$ cat src/rtl/tc_hp_pkg.sv
package tc_hp_pkg;

  localparam int IDX_W  = 6;
  localparam int DATA_W = 8;

  typedef enum logic [1:0] {
    DA_NONE = 2'd0,
    DA_STAT = 2'd1,
    DA_PTR  = 2'd2,
    DA_WIN  = 2'd3
  } dir_addr_e;

  typedef struct packed {
    logic vid_frame;
    logic vid_field;
    logic vid_lock;
    logic rsvd;
    logic rx_dir;
    logic rx_lock;
    logic pin_click;
    logic pin_frame;
  } status_t;

  // next pointer index; natural wrap from the top of the 6-bit range
  function automatic logic [IDX_W-1:0] idx_step(input logic [IDX_W-1:0] cur);
    return cur + IDX_W'(1);
  endfunction

  // pointer readback byte: enable on top, reserved bit zero, index below
  function automatic logic [DATA_W-1:0] ptr_byte(input logic ai,
                                                input logic [IDX_W-1:0] idx);
    return {ai, 1'b0, idx};
  endfunction

  function automatic logic [DATA_W-1:0] pack_status(input logic frm_pin,
                                                   input logic clk_pin,
                                                   input logic lock,
                                                   input logic dir,
                                                   input logic vlock,
                                                   input logic fld,
                                                   input logic frm);
    status_t s;
    s.pin_frame = frm_pin;
    s.pin_click = clk_pin;
    s.rx_lock   = lock;
    s.rx_dir    = dir;
    s.rsvd      = 1'b0;
    s.vid_lock  = vlock;
    s.vid_field = fld;
    s.vid_frame = frm;
    return s;
  endfunction

endpackage

$ cat src/rtl/tc_hp_strobe.sv
module tc_hp_strobe
  import tc_hp_pkg::*;
(
  input  logic       clk,
  input  logic       rst_n,
  input  logic       stb,
  input  logic [1:0] addr,
  output logic       acc_start,
  output logic       acc_end,
  output logic       win_done
);

  logic stb_q;
  logic win_q;

  assign acc_start = stb & ~stb_q;
  assign acc_end   = ~stb & stb_q;
  assign win_done  = acc_end & win_q;

  always_ff @(posedge clk or negedge rst_n) begin
    if (!rst_n) begin
      stb_q <= 1'b0;
      win_q <= 1'b0;
    end else begin
      stb_q <= stb;
      if (acc_start)
        win_q <= (addr == DA_WIN);
      else if (acc_end)
        win_q <= 1'b0;
    end
  end

endmodule

$ cat src/rtl/tc_hp_pointer.sv
module tc_hp_pointer
  import tc_hp_pkg::*;
(
  input  logic              clk,
  input  logic              rst_n,
  input  logic              load,
  input  logic [DATA_W-1:0] load_byte,
  input  logic              step,
  output logic [IDX_W-1:0]  idx,
  output logic              ai
);

  always_ff @(posedge clk or negedge rst_n) begin
    if (!rst_n) begin
      idx <= '0;
      ai  <= 1'b0;
    end else if (load) begin
      idx <= load_byte[IDX_W-1:0];
      ai  <= load_byte[DATA_W-1];
    end else if (step && ai) begin
      idx <= idx_step(idx);
    end
  end

endmodule

$ cat src/rtl/tc_hp_regfile.sv
module tc_hp_regfile
  import tc_hp_pkg::*;
#(
  parameter int NUM_REGS = 57,
  parameter int RO_REGS  = 8,
  localparam int WR_REGS = NUM_REGS - RO_REGS
)(
  input  logic                      clk,
  input  logic                      rst_n,
  input  logic                      wr_en,
  input  logic [IDX_W-1:0]          idx,
  input  logic [DATA_W-1:0]         wdata,
  input  logic [RO_REGS*DATA_W-1:0] ro_flat,
  output logic [DATA_W-1:0]         rd_byte,
  output logic [WR_REGS*DATA_W-1:0] wr_flat
);

  logic [DATA_W-1:0] store_q [WR_REGS];

  for (genvar k = 0; k < WR_REGS; k++) begin : g_reg
    localparam logic [IDX_W-1:0] MY_IDX = IDX_W'(RO_REGS + k);
    always_ff @(posedge clk or negedge rst_n) begin
      if (!rst_n)
        store_q[k] <= '0;
      else if (wr_en && idx == MY_IDX)
        store_q[k] <= wdata;
    end
    assign wr_flat[k*DATA_W +: DATA_W] = store_q[k];
  end

  always_comb begin
    rd_byte = '0;
    for (int k = 0; k < RO_REGS; k++)
      if (idx == IDX_W'(k)) rd_byte = ro_flat[k*DATA_W +: DATA_W];
    for (int k = 0; k < WR_REGS; k++)
      if (idx == IDX_W'(RO_REGS + k)) rd_byte = store_q[k];
  end

endmodule

$ cat src/rtl/tc_hostport.sv
module tc_hostport
  import tc_hp_pkg::*;
#(
  parameter int NUM_REGS = 57,
  parameter int RO_REGS  = 8,
  localparam int WR_REGS = NUM_REGS - RO_REGS
)(
  input  logic                      clk,
  input  logic                      rst_n,
  input  logic                      host_stb,
  input  logic                      host_we,
  input  logic [1:0]                host_addr,
  input  logic [DATA_W-1:0]         host_wdata,
  output logic [DATA_W-1:0]         host_rdata,
  input  logic                      pin_frame,
  input  logic                      pin_click,
  input  logic                      rx_lock,
  input  logic                      rx_dir,
  input  logic                      vid_lock,
  input  logic                      vid_field,
  input  logic                      vid_frame,
  input  logic [RO_REGS*DATA_W-1:0] rx_word,
  output logic [WR_REGS*DATA_W-1:0] tx_flat
);

  // named internal events, observed by the bound checker
  logic             acc_start;
  logic             acc_end;
  logic             win_done;
  logic             ptr_wr;
  logic             win_wr;
  logic [IDX_W-1:0] ptr_idx;
  logic             ptr_ai;
  logic [DATA_W-1:0] win_byte;
  logic [DATA_W-1:0] stat_byte;

  tc_hp_strobe u_stb (
    .clk       (clk),
    .rst_n     (rst_n),
    .stb       (host_stb),
    .addr      (host_addr),
    .acc_start (acc_start),
    .acc_end   (acc_end),
    .win_done  (win_done)
  );

  assign ptr_wr = acc_start & host_we & (host_addr == DA_PTR);
  assign win_wr = acc_start & host_we & (host_addr == DA_WIN);

  tc_hp_pointer u_ptr (
    .clk       (clk),
    .rst_n     (rst_n),
    .load      (ptr_wr),
    .load_byte (host_wdata),
    .step      (win_done),
    .idx       (ptr_idx),
    .ai        (ptr_ai)
  );

  tc_hp_regfile #(
    .NUM_REGS (NUM_REGS),
    .RO_REGS  (RO_REGS)
  ) u_rf (
    .clk     (clk),
    .rst_n   (rst_n),
    .wr_en   (win_wr),
    .idx     (ptr_idx),
    .wdata   (host_wdata),
    .ro_flat (rx_word),
    .rd_byte (win_byte),
    .wr_flat (tx_flat)
  );

  assign stat_byte = pack_status(pin_frame, pin_click, rx_lock, rx_dir,
                                 vid_lock, vid_field, vid_frame);

  always_comb begin
    unique case (dir_addr_e'(host_addr))
      DA_STAT: host_rdata = stat_byte;
      DA_PTR:  host_rdata = ptr_byte(ptr_ai, ptr_idx);
      DA_WIN:  host_rdata = win_byte;
      default: host_rdata = '0;
    endcase
  end

endmodule

$ cat config.mk
export PLATFORM = sky130hd
export DESIGN_NAME = tc_hostport
export DESIGN_NICKNAME = d
export VERILOG_FILES = /design/src/rtl/tc_hp_pkg.sv /design/src/rtl/tc_hp_strobe.sv /design/src/rtl/tc_hp_pointer.sv /design/src/rtl/tc_hp_regfile.sv /design/src/rtl/tc_hostport.sv
export SDC_FILE = /design/constraint.sdc
export NUM_CORES = 1
export LEC_CHECK = 0
export ABC_AREA = 0
export BUFFER_PORTS_ARGS = -buffer_cell sky130_fd_sc_hd__buf_2
export CORE_AREA = 2 2 198 200
export DETAILED_ROUTE_END_ITERATION = 8
export DIE_AREA = 0 0 200 202
export PLACE_DENSITY = 0.79
export SLEW_MARGIN = 20
export SYNTH_ARGS = -nofsm -noshare
export SYNTH_HDL_FRONTEND = slang
export SYNTH_SLANG_ARGS = --single-unit
$ cat constraint.sdc
create_clock -name clk -period 3.4 [get_ports clk]
set_clock_uncertainty 0.15 [all_clocks]
set_input_delay 0.34 -clock clk [delete_from_list [all_inputs] [get_ports clk]]
set_output_delay 0.34 -clock clk [all_outputs]
set_load 0.1 [all_outputs]
==> impl_metrics.env <==
export IMPL_grt_pass1_wl_um=136100
export IMPL_dieArea_sq_um=40400
export IMPL_cp_required_ns=2.91
export IMPL_timing_max_cap_violations=0
export IMPL_slew_violations=0
export IMPL_root_buffer="clkbuf_16"
export IMPL_final_util_pct=75.16
export IMPL_path_depth=14
export IMPL_grt_max_degree=77
export IMPL_io_pins=485
export IMPL_regArea_sq_um=10040
export IMPL_syn_nets=1920
export IMPL_yosysMostFrequentCell="dfrtp_1"
export IMPL_max_slew_margin_rel_pct=31.92
export IMPL_layout_setup_ws_ns=-0.8564
export IMPL_postSynthCellCount=1829
export IMPL_endpoint="host_rdata[6]"
export IMPL_synth_top_area_share_pct=49.20
export IMPL_cp_startpoint="u_ptr.idx[0]"
export IMPL_synth_top_family_by_area="multiplexers"
export IMPL_synth_adder_area_share_pct=0.3681
export IMPL_synthTopCellsByCount="dfrtp_1 (401), mux2_2 (389), nor2_1 (161), nand2_1 (134), clkbuf_1 (70)"
export IMPL_fin_crit_ns=4.256
export IMPL_synth_compound_area_share_pct=13.48
export IMPL_fill_cells=2553
export IMPL_gp_congestion=1.034
export IMPL_p_leak_uw=0.01515
export IMPL_via_per_inst=6.659
export IMPL_multiInputGateArea_sq_um=10660
export IMPL_ys_flop_type="dfrtp_1"
export IMPL_nets=2761
export IMPL_vdd_ir_drop_max_mv=0.4941
export IMPL_power_total_uw=16040
export IMPL_crit_buf_inv=6
export IMPL_ff2ff_setup_slack_ns=0.45
export IMPL_first_pass_iters=8
export IMPL_wl_per_cell_um=29.07
export IMPL_startpoint_type="register"
export IMPL_status="finished with violations"
export IMPL_hold_violations=0
export IMPL_drc=0
export IMPL_antenna_found_initial=2
export IMPL_clockBufferDepth=3
export IMPL_drtAntennaViolNets=0
export IMPL_syn_area_sq_um=20390
export IMPL_path_cells="buf_4 -> ha_4 -> buf_12 -> nor2_2 -> buf_4 -> nor3_1 -> buf_4 -> a21oi_1 -> nand3_1 -> a221o_1 -> a2111oi_4 -> buf_4 -> o21ai_4 -> buf_12"
export IMPL_io_buffers=484
export IMPL_yosys_area_top_type="dfrtp_1"
export IMPL_yosys_area_share_xor_xnor_pct=0.2147
export IMPL_cpMostUsedCell="buf_4"
export IMPL_drive_gt1_share_pct=55.48
export IMPL_synth_area_leaders="dfrtp_1 (49%), mux2_2 (21%), nor2_1 (3.0%)"
export IMPL_r2r_end="u_rf.wr_flat[150]"
export IMPL_syn_area_per_cell_sq_um=11.15
export IMPL_initial_core_util_pct=53.27
export IMPL_r2r_start="u_ptr.idx[0]"
export IMPL_crit_family="compound AO/OA/AOI/OAI gates"
export IMPL_worst_pin_slew_ns=1.021
export IMPL_finalSetupViolCount=8
export IMPL_first_iter_violations=2459
export IMPL_tritoncts="yes"
export IMPL_holdCritPathClass="input pin to register"
export IMPL_cpPeakStageDelay_ns=0.49
export IMPL_row_count=72
export IMPL_path_clk_slew_ns=0.07
export IMPL_ctsHtreeMaxLevel=2
export IMPL_async_flop_share_pct=100.0
export IMPL_fin_crit_sh_pct=125.2
export IMPL_powerDensity_nw_per_um2=557.3
export IMPL_yosys_area_share_simple_pct=12.52
export IMPL_yosys_warnings=0
export IMPL_die_height_um=202
export IMPL_grt_usage_pct=45.61
export IMPL_violations="negative setup slack"
export IMPL_r2r_cells=10
export IMPL_clk_latency_ns=0.60
export IMPL_fmax_ghz=0.2349
export IMPL_place_hpwl_um=70100
export IMPL_core_area_sq_um=38290
export IMPL_grt_overflow=0
export IMPL_die_w_um=200
export IMPL_arrival_ns=3.77
export IMPL_grt_pass1_vias=21040
export IMPL_cts_sinks=401
export IMPL_wirelength_um=93630
export IMPL_vias=21450
export IMPL_synth_distinct_cells=80
export IMPL_ys_seq_area_share_pct=49.20
export IMPL_ys_ff_latch=401
export IMPL_numCtsBuffers=42
export IMPL_synth_mux_area_fraction_pct=21.63
export IMPL_grt_setup_unrepaired="yes"
export IMPL_syn2layout_area_growth_pct=41.09
export IMPL_cp_slowest_cell="a2111oi_4"
export IMPL_synth_edf_count=0
export IMPL_critPathMaxFanout=12
export IMPL_crit_type="register to primary output"
export IMPL_end_kind="primary output"
-- cells by family after synthesis --
family / Yosys count
AOI/OAI and AO/OA: 385
muxes: 392
xor gates and xnor gates: 5
buffers and inverters: 120
and+or+nand+nor: 520
adders and majority gates: 6
DFF: 401
-- placed cells by master (no fill, tap or decap), drive strengths merged, types with 46 or more instances in the layout --
cell,count
nor3,46
o21ai,61
nand2,136
buf,899
nor2,168
mux2,389
dfrtp,401
nand3,55
clkbuf,61
a21oi,59
-- flip-flops by register name, summed over array words and instances (netlist names) --
name,count
u_rf.wr_flat,392
u_ptr.idx,6
u_ptr.ai,1
u_stb.stb_q,1
u_stb.win_q,1
-- worst min-delay path: stages --
cell	delay, ns
buf_2	0.20
nand3_1	0.14
o21ai_0	0.08
-- through the flow --
stage | setup TNS [ns] | cell area (sq um) | cells | setup WS (ns) | hold slack (ns)
floorplan | -0.1945 | 20470 | 1829 | -0.09973 | -0.1056
global placement | -4.776 | 26240 | 3115 | -1.171 | 0.2147
CTS | -5.705 | 28380 | 3212 | -0.7495 | 0.05081
finish | -6.332 | 28780 | 3221 | -0.8564 | 0.07531
global route | -6.777 | 28780 | 3221 | -0.8992 | 0.08703
detailed placement | -4.823 | 26240 | 3115 | -1.109 | 0.2263
-- per-layer routing --
metal  up-vias  GRT usage [%]  wire length (um)
met1     10580          59.63             34300
met2      1818          69.84             42020
met5         -              0                16
li1       8579              -                 -
met4         2          26.93              6740
met3       470          9.912             10560
-- worst min path at each step --
stage,endpoint,slack [ns],depth (start not counted),start
global route,u_stb.win_q,0.09,3,host_addr[1]
detailed placement,u_rf.wr_flat[19],0.23,1,rst_n
floorplan,u_ptr.ai,-0.11,0,rst_n
CTS,u_stb.win_q,0.05,3,host_addr[1]
finish,u_stb.win_q,0.08,3,host_addr[1]
global placement,u_rf.wr_flat[28],0.21,1,rst_n
-- power by group --
part,internal [uW],switching [uW]
Combinational,2080,3850
Clock,2900,2010
Sequential,4960,248
Total,9930,6100
-- timing repair --
item | CTS | global route
pin swaps | 31 | 30
endpoints found under the hold margin | 71 | 0
endpoints found under the setup margin | 8 | 8
buffers inserted | 19 | 8
hold buffers | 2 | 0
gates resized for setup | 117 | 68
-- final cells by class --
class / instances / share of cell area [%]
Antenna cell: 1 / 0.008696
Clock buffer: 61 / 4.253
Clock inverter: 15 / 0.8001
Inverter: 16 / 0.2261
Multi-Input combinational cell: 1308 / 37.06
Sequential cell: 401 / 34.89
Tap cell: 518 / 2.252
Timing Repair Buffer: 901 / 20.52
Power figures use the tool's default switching activity.
